**config.mk**
```make
export PLATFORM = sky130hd
export DESIGN_NAME = framed_deser
export DESIGN_NICKNAME = d
export VERILOG_FILES = /design/src/rtl/fdes_pkg.sv /design/src/rtl/fdes_hunt.sv /design/src/rtl/fdes_frame.sv /design/src/rtl/fdes_outstage.sv /design/src/rtl/framed_deser.sv
export SDC_FILE = /design/constraint.sdc
export NUM_CORES = 1
export LEC_CHECK = 0
export CELL_PAD_IN_SITES_DETAIL_PLACEMENT = 0
export CELL_PAD_IN_SITES_GLOBAL_PLACEMENT = 1
export CORE_MARGIN = 2
export CORE_UTILIZATION = 37
export DETAILED_ROUTE_END_ITERATION = 16
export PLACE_DENSITY_LB_ADDON = 0.12
export SLEW_MARGIN = 20
export SYNTH_ARGS = -nofsm -noshare
export SYNTH_HDL_FRONTEND = slang
export SYNTH_SLANG_ARGS = --single-unit
```
**constraint.sdc**
```tcl
create_clock -name clk -period 1.45 [get_ports clk]
set_input_delay 0.435 -clock clk [delete_from_list [all_inputs] [get_ports clk]]
set_output_delay 0.435 -clock clk [all_outputs]
set_load 0.03 [all_outputs]
```
**src/rtl/fdes_pkg.sv**
```systemverilog
// Shared types for the framed deserializer.
package fdes_pkg;

    // Framing state: hunting for sync or tracking frames.
    typedef enum logic {
        LINK_HUNT  = 1'b0,
        LINK_TRACK = 1'b1
    } link_state_t;

    // A frame is well formed when its start bit is 1 and its end bit is 0.
    function automatic logic frame_ok(input logic start_bit, input logic end_bit);
        return start_bit & ~end_bit;
    endfunction

endpackage

```
**src/rtl/fdes_hunt.sv**
```systemverilog
// Sync symbol detector.
// Keeps the last FRAME_BITS-1 serial bits and raises sync_hit in the cycle
// where they, together with the current bit, form half ones then half zeros.
// Assumes bit_in is stable at the rising edge of clk.
module fdes_hunt #(
    parameter int FRAME_BITS = 12
) (
    input  logic clk,
    input  logic rst_n,
    input  logic clr_n,
    input  logic bit_in,
    output logic sync_hit
);
    localparam int HALF = FRAME_BITS / 2;
    localparam logic [FRAME_BITS-1:0] SYNC_PAT =
        {{(FRAME_BITS - HALF){1'b1}}, {HALF{1'b0}}};

    logic [FRAME_BITS-2:0] hist_q;

    // Shift history of received bits, newest at bit 0.
    always_ff @(posedge clk) begin
        if (!rst_n || !clr_n) hist_q <= '0;
        else                  hist_q <= {hist_q[FRAME_BITS-3:0], bit_in};
    end

    assign sync_hit = ({hist_q, bit_in} == SYNC_PAT);

endmodule

```
**src/rtl/fdes_frame.sv**
```systemverilog
// Frame tracker.
// Runs a bit-position counter over DATA_W+2 positions and collects data bits.
// It enters tracking when the hunter reports sync, checks the start and end
// bits of each frame, and drops back to hunting after LOSS_FRAMES bad frames
// in a row. Assumes sync_hit is only used while hunting.
module fdes_frame
    import fdes_pkg::*;
#(
    parameter int DATA_W      = 10,
    parameter int LOSS_FRAMES = 4,
    localparam int FRAME_BITS = DATA_W + 2,
    localparam int POS_W      = $clog2(FRAME_BITS)
) (
    input  logic              clk,
    input  logic              rst_n,
    input  logic              clr_n,
    input  logic              bit_in,
    input  logic              sync_hit,
    output logic              locked,
    output logic              frame_end,
    output logic              drop,
    output logic [DATA_W-1:0] word,
    output logic [POS_W-1:0]  pos
);
    localparam int CNT_W = $clog2(LOSS_FRAMES + 1);
    localparam logic [POS_W-1:0] LAST = POS_W'(FRAME_BITS - 1);

    link_state_t       st_q;
    logic [POS_W-1:0]  pos_q;
    logic [DATA_W-1:0] data_q;
    logic              start_q;
    logic [CNT_W-1:0]  bad_q;
    logic              good;

    assign frame_end = (st_q == LINK_TRACK) && (pos_q == LAST);
    assign good      = frame_ok(start_q, bit_in);
    assign drop      = frame_end && !good && (bad_q == CNT_W'(LOSS_FRAMES - 1));
    assign locked    = (st_q == LINK_TRACK);
    assign word      = data_q;
    assign pos       = pos_q;

    // Bit position in the frame; restarts at 0 after a sync symbol.
    always_ff @(posedge clk) begin
        if (!rst_n || !clr_n)                pos_q <= '0;
        else if (st_q == LINK_HUNT && sync_hit) pos_q <= '0;
        else if (pos_q == LAST)              pos_q <= '0;
        else                                 pos_q <= pos_q + POS_W'(1);
    end

    // Hunt/track state changes.
    always_ff @(posedge clk) begin
        if (!rst_n || !clr_n)                   st_q <= LINK_HUNT;
        else if (st_q == LINK_HUNT && sync_hit) st_q <= LINK_TRACK;
        else if (drop)                          st_q <= LINK_HUNT;
    end

    // Store the start bit of the frame in progress.
    always_ff @(posedge clk) begin
        if (!rst_n || !clr_n)  start_q <= 1'b0;
        else if (pos_q == '0)  start_q <= bit_in;
    end

    // One capture flop per data bit, loaded at its own frame position.
    for (genvar g = 0; g < DATA_W; g++) begin : g_cap
        always_ff @(posedge clk) begin
            if (!rst_n || !clr_n)             data_q[g] <= 1'b0;
            else if (pos_q == POS_W'(g + 1))  data_q[g] <= bit_in;
        end
    end

    // Count consecutive malformed frames while tracking.
    always_ff @(posedge clk) begin
        if (!rst_n || !clr_n || st_q == LINK_HUNT) bad_q <= '0;
        else if (frame_end)                         bad_q <= (good || drop) ? '0 : bad_q + CNT_W'(1);
    end

endmodule

```
**src/rtl/fdes_outstage.sv**
```systemverilog
// Output stage.
// Holds the parallel word and generates the recovered word clock from the
// frame position. The word changes on the end-bit edge and the clock reaches
// its selected level half a frame later. Assumes pos counts 0..FRAME_BITS-1.
module fdes_outstage #(
    parameter int DATA_W = 10,
    localparam int FRAME_BITS = DATA_W + 2,
    localparam int POS_W      = $clog2(FRAME_BITS)
) (
    input  logic              clk,
    input  logic              rst_n,
    input  logic              clr_n,
    input  logic              locked,
    input  logic              frame_end,
    input  logic              drop,
    input  logic [DATA_W-1:0] word_in,
    input  logic [POS_W-1:0]  pos,
    input  logic              strobe_rise,
    output logic [DATA_W-1:0] word_q,
    output logic              word_clk
);
    localparam int HALF = FRAME_BITS / 2;
    localparam logic [POS_W-1:0] LAST = POS_W'(FRAME_BITS - 1);

    logic hi_next;

    assign hi_next = (pos >= POS_W'(HALF - 1)) && (pos != LAST);

    // Data word register; zero whenever framing is absent.
    always_ff @(posedge clk) begin
        if (!rst_n || !clr_n || !locked) word_q <= '0;
        else if (frame_end)              word_q <= drop ? '0 : word_in;
    end

    // Word clock with the selected edge placed mid-way through each word.
    always_ff @(posedge clk) begin
        if (!rst_n || !clr_n) word_clk <= 1'b0;
        else                  word_clk <= strobe_rise ? hi_next : ~hi_next;
    end

endmodule

```
**src/rtl/framed_deser.sv**
```systemverilog
// Framed serial deserializer, top level.
// Connects the sync hunter, the frame tracker and the output stage, and
// derives the output enables. Assumes clk is already at the bit rate.
module framed_deser #(
    parameter int DATA_W      = 10,
    parameter int LOSS_FRAMES = 4
) (
    input  logic              clk,
    input  logic              rst_n,
    input  logic              ser_in,
    input  logic              strobe_rise,
    input  logic              out_en,
    input  logic              pwr_on,
    output logic [DATA_W-1:0] word_q,
    output logic              word_clk,
    output logic              lock_n,
    output logic              data_oe,
    output logic              clk_oe,
    output logic              lock_oe
);
    localparam int FRAME_BITS = DATA_W + 2;
    localparam int POS_W      = $clog2(FRAME_BITS);

    logic              sync_hit;
    logic              locked;
    logic              frame_end;
    logic              drop;
    logic [DATA_W-1:0] word;
    logic [POS_W-1:0]  pos;

    fdes_hunt #(.FRAME_BITS(FRAME_BITS)) u_hunt (
        .clk(clk), .rst_n(rst_n), .clr_n(pwr_on),
        .bit_in(ser_in), .sync_hit(sync_hit)
    );

    fdes_frame #(.DATA_W(DATA_W), .LOSS_FRAMES(LOSS_FRAMES)) u_frame (
        .clk(clk), .rst_n(rst_n), .clr_n(pwr_on),
        .bit_in(ser_in), .sync_hit(sync_hit),
        .locked(locked), .frame_end(frame_end), .drop(drop),
        .word(word), .pos(pos)
    );

    fdes_outstage #(.DATA_W(DATA_W)) u_out (
        .clk(clk), .rst_n(rst_n), .clr_n(pwr_on),
        .locked(locked), .frame_end(frame_end), .drop(drop),
        .word_in(word), .pos(pos), .strobe_rise(strobe_rise),
        .word_q(word_q), .word_clk(word_clk)
    );

    assign lock_n  = ~locked;
    assign lock_oe = pwr_on;
    assign data_oe = pwr_on & out_en;
    assign clk_oe  = pwr_on & out_en;

endmodule

```
* After elaboration in Yosys (flattened, before gate mapping)
Cells that the tools add are included.
** Operators by class
- Add/sub/neg operators :: 2
- Magnitude comparators :: 1
- Eq/ne operators :: 14
- Mux-type cells :: 5
- Bitwise gates (word level) :: 5
- Reduce and logical (&&, ||, !) cells :: 16
** Operators with widths (count)
- == test 4 x 3 -> 1 bit (second input constant) :: 4
- == test 4 bit (second input constant) :: 4
- == test 12 bit (second input constant) :: 1
- two-way mux 10 bit :: 1
- == test 4 x 2 -> 1 bit (second input constant) :: 2
- logical AND 1 bit :: 5
- adder 4 x 1 -> 4 bit (second input constant) :: 1
- == test 4 x 1 -> 1 bit (second input constant) :: 1
- >= comparator 4 x 3 -> 1 bit (second input constant) :: 1
- zero test 1 bit :: 4
- zero test 4 bit :: 1
- logical OR 1 bit :: 4
- != test 4 bit (second input constant) :: 1
- adder 3 x 1 -> 3 bit (second input constant) :: 1
- == test 3 x 2 -> 1 bit (second input constant) :: 1
- two-way mux 1 bit :: 3
- two-way mux 3 bit :: 1
- NOT 1 bit :: 3
- OR reduction 3 bit :: 1
- AND 1 bit :: 2
- nonzero test 2 bit :: 1
** Storage, ports and cells
- Register bits :: 41
- Input bits :: 6
- Output and inout bits :: 15
- Logic and storage cells :: 60

* Longest topological paths before layout
- Depth after elaboration :: 7
- Depth in mapped cells :: 5
- Gate-level depth less buffers :: 5

* Modules after synthesis
Synthesis repeated with hierarchy kept, for this count alone.
** Second synthesis, totals
- Cell total of the unflattened synthesis :: 177
- Area total of the unflattened synthesis :: 1692.9 um^2
** By module, submodules not included
- fdes_frame :: times used 1, cells an instance 94, area each 884.6 um^2, seq. area each 380.4 um^2
- fdes_outstage :: times used 1, cells an instance 51, area each 445.4 um^2, seq. area each 220.2 um^2
- fdes_hunt :: times used 1, cells an instance 28, area each 337.8 um^2, seq. area each 220.2 um^2
- framed_deser :: times used 1, cells an instance 4, area each 25.0 um^2, seq. area each 0.0 um^2

* Worst setup path before layout
Ideal clock, no wire load.
- Path type :: in2out
- Start point :: input pwr_on
- End point :: output data_oe
- Arrival time :: 1.178 ns
- Required time :: 1.015 ns
- Path slack :: -0.163 ns
- Stages :: 3
- Buffers on the path :: 2
- Cells stage by stage :: clkbuf_1 -> and2_1 -> buf_4
** Between the ends
- Word-level cells in the longest chain between the ends :: 1
** Ends and longest elaborated chain
- start: declaration :: RTL line framed_deser.sv:13 : input logic pwr_on,
- AND 1 bit
- end: declaration :: RTL line framed_deser.sv:17 : output logic data_oe,
No other way between the ends.

* Worst setup path after layout
- Start point :: register u_hunt.hist_q[2]
- End point :: register u_frame.pos_q[1] (netlist: u_frame.pos[1])
** Between the ends
- Word-level cells in the longest chain between the ends :: 3
** Ends and longest elaborated chain
- start: declaration :: RTL line fdes_hunt.sv:18 : logic [FRAME_BITS-2:0] hist_q;
- start signal: assignment :: RTL line fdes_hunt.sv:23 : else hist_q <= {hist_q[FRAME_BITS-3:0], bit_in};
- == test 12 bit :: RTL line fdes_hunt.sv:26 : assign sync_hit = ({hist_q, bit_in} == SYNC_PAT);
- logical AND 1 bit :: RTL line fdes_frame.sv:45 : else if (st_q == LINK_HUNT && sync_hit) pos_q <= '0;
- OR reduction 3 bit (no source line)
- end signal: assignment :: RTL line fdes_frame.sv:47 : else pos_q <= pos_q + POS_W'(1);
- end: declaration :: RTL line fdes_frame.sv:29 : logic [POS_W-1:0] pos_q;
No other way between the ends.
A chain may end at the register's enable or synchronous reset.

==> key figures <==
Clock network
  – TritonCTS Buffers: 5
  – Clock transition at the registers of the reported paths: 80 ps
  – CTS tree: built
  – Htree depth: 2
  – Clock sinks: 41
  – Worst-Skew Late Latency: 290 ps
  – Clock Tree Root: clkbuf_8
  – CTS max path bufs: 2

Critical path
  – CP max FO: 5
  – Crit-path max cell delay: 530 ps
  – Crit path arrival time: 1650 ps
  – Crit path capture type: flop
  – CP Class: flop to flop
  – Crit-path cells: or4_4 -> nor4_4 -> buf_4 -> nor3b_2
  – CP required: 1630 ps
  – Crit path max-delay cell type: or4_4
  – Worst setup SP type: flop

Yosys
  – #FFs+latches synth: 41
  – Largest family of logic cells by synthesized area: simple AND/OR/NAND/NOR gates
  – Post-Syn Instances: 176
  – Cell area after synthesis: 0.00166 mm2
  – Adder-cell share of the synthesized area: 0.0453
  – Post-synthesis compound-gate area fraction: 0.0679
  – Yosys warns: 0
  – Post-synthesis sequential area ratio: 0.495
  – Xor and xnor area share after synthesis: 0.00528
  – Syn avg cell area: 9.42 um2
  – Distinct cells, synth: 31
  – Synth Area in Simple Gates: 0.275
  – Mux cell area share after synthesis: 0.0725
  – Syn nets: 188

Floorplan
  – Cell Rows: 24
  – Die Ht: 70.9 um
  – Core area: 0.00432 mm2
  – Io pins: 21
  – Initial Util: 0.383
  – Die ar.: 0.00503 mm2
  – DIE WIDTH: 70.9 um

Layout
  – Reg area: 831 um2
  – Final net count: 231
  – Layout cell share with drive strength beyond 1: 0.320
  – Fillers: 411
  – Area of the multi-input gates: 847 um2
  – Area grow syn2layout: 34.6%
  – Antenna fix cells: 0
  – Most frequent cells in the layout: buf_4, dfxtp_1, nand2_1

Power and ir drop
  – Psw: 0.456 mW
  – Clock power frac: 0.411
  – Max VDD drop: 0.796 mV
  – Pwr/cell area: 966 mW/mm2
  – Logic pwr share: 0.060
  – Design Power: 2.15 mW
  – Total internal power: 1.70 mW
  – Register share of total power: 0.529
  – Sw frac: 0.212
  – Leak Pwr: 0.933 nW

Timing
  – Fin. max-slew vios: 0
  – Setup TNS Final: -51.7 ps
  – Unrepaired setup endpoints after global routing: true
  – Min Tclk post-route: 1470 ps
  – Worst-Margin Slew: 429 ps
  – Finish-stage setup viols: 5
  – Worst hold margin: 450 ps
  – Hold Fails Final Rpt: 0
  – Worst relative slew slack: 0.713
  – Worst Skew: 5.27 ps
  – Final period util: 1.01
  – Setup ws final: -17.2 ps
  – FMAX: 0.682 GHz

Route
  – WL per Instance: 13.3 um
  – DRT Pass-1 Iters: 4
  – Final WL: 3620 um
  – ANT nets after route: 0
  – Vias per inst: 4.90
  – DR vias: 1327
  – 1st-iter DRT viols: 51
  – Residual DRC count: 0

Outcome
  – Status: finished, violations left
  – Failing checks: negative setup slack

Flow run
  – Max-Cap Viols: 0

Placement
  – Port Buffer Count: 20
  – Gpl congestion: 0.785
  – Post-detail-place hpwl: 2550 um

Global routing
  – Largest net degree at the start of global routing: 15
  – First-pass GRT wire length: 5970 um
  – GRT overflow: 0
  – Vias in the first global route: 1363
  – Initial antenna violation count: 0
  – Total GRT Usage: 0.151

Worst hold path
  – Worst Hold Class: flop to flop
[sequential cells by signal, summed over array words and instances, names as in the netlist]
register	flops
u_frame.word	10
u_frame.start_q	1
u_frame.pos	4
u_hunt.hist_q	11
u_out.word_clk	1
u_out.word_q	10
u_frame.bad_q	3
u_frame.locked	1
[worst max-delay path, delay by kind of cell, from the launching register on]
family,cells,cell delay [ps]
AND/OR/NAND/NOR,3,850
flip-flops,1,330
buffers and inverters,1,180
[logic make-up after synthesis]
| logic type | Yosys count |
|---|---|
| flops | 41 |
| mux | 12 |
| simple gates | 81 |
| xor+xnor | 1 |
| fa+ha+maj | 6 |
| buf+inv | 15 |
| compound gates | 20 |
[worst paths after layout]
check                           cells after the start                     startpoint                             to  slack [ps]
worst max-delay path                                4    u_hunt.hist_q[2]$_SDFF_PP0_      u_frame.pos[1]$_SDFF_PP0_         -20
worst min-delay path                                2  u_frame.bad_q[2]$_SDFFE_PP0P_  u_frame.bad_q[2]$_SDFFE_PP0P_         450
worst max register to register                      4    u_hunt.hist_q[2]$_SDFF_PP0_      u_frame.pos[1]$_SDFF_PP0_         -20
worst min register to register                      2  u_frame.bad_q[2]$_SDFFE_PP0P_  u_frame.bad_q[2]$_SDFFE_PP0P_         450
[routing by layer]
layer | GRT usage | part of all wire | wire length, um | vias to the layer above
li1 | - | - | - | 688
met4 | 0.0566 | 0.015 | 53 | 0
met3 | 0.0470 | 0.032 | 115 | 6
met5 | 0 | 0 | 0 | -
met2 | 0.261 | 0.49 | 1760 | 14
met1 | 0.176 | 0.47 | 1690 | 619
[final cells by class]
class | count | area share
well taps | 52 | 0.0292
inverters | 5 | 0.00841
clock buffers | 5 | 0.0308
multi-input cells | 120 | 0.380
clock inverters | 2 | 0.0157
repair buffers | 46 | 0.164
flip-flops and latches | 41 | 0.372
[power groups by stage]
stage	Clock, mW	Sequential [mW]	Combinational, mW
5_1_grt	0.969	1.14	0.142
3_3_place_gp	0	1.16	0.119
2_1_floorplan	0	1.17	0.0625
6_report	0.885	1.14	0.130
3_5_place_dp	0	1.16	0.121
4_1_cts	0.908	1.14	0.122
[cells in the mapped netlist (all sizes together)]
cell    count  area share
a21oi      14       0.042
a31o        1      0.0053
a31oi       1      0.0038
and2        2      0.0075
and3       11       0.042
and3b       1      0.0053
buf         2      0.0091
clkbuf      8       0.018
dfxtp      41        0.50
ha          6       0.045
inv         5       0.011
mux2i      12       0.072
nand2      24       0.054
nand2b      2      0.0075
nand3       3      0.0091
nand3b      8       0.036
nand4       1      0.0038
nand4b      1      0.0053
nor2       12       0.027
nor2b       3       0.011
nor3        2      0.0060
nor3b       5       0.023
nor4        1       0.013
o211ai      2      0.0091
o21a        1      0.0045
o21ai       1      0.0030
or2         1      0.0038
or3b        1      0.0053
or4         3       0.016
xor2        1      0.0053
[per-stage QoR]
step	cells	cell area (um2)	setup WS, ps	utilization
final	271	2230	-17.2	0.516
after global routing	271	2230	-49.0	0.516
after CTS	269	2150	-38.2	0.497
after detailed placement	262	2030	-495	0.470
after global placement	262	2030	-472	0.470
after floorplan	176	1660	-59.2	-
[repair_timing]
action                                  in CTS  in global routing
hold buffers                                 0                  0
endpoints found under the setup margin      24                 14
cloned                                       0                  0
pin swaps                                    5                 11
resized for setup                           21                 20
setup buffers                                0                  2
Power figures use the tool's default switching activity.
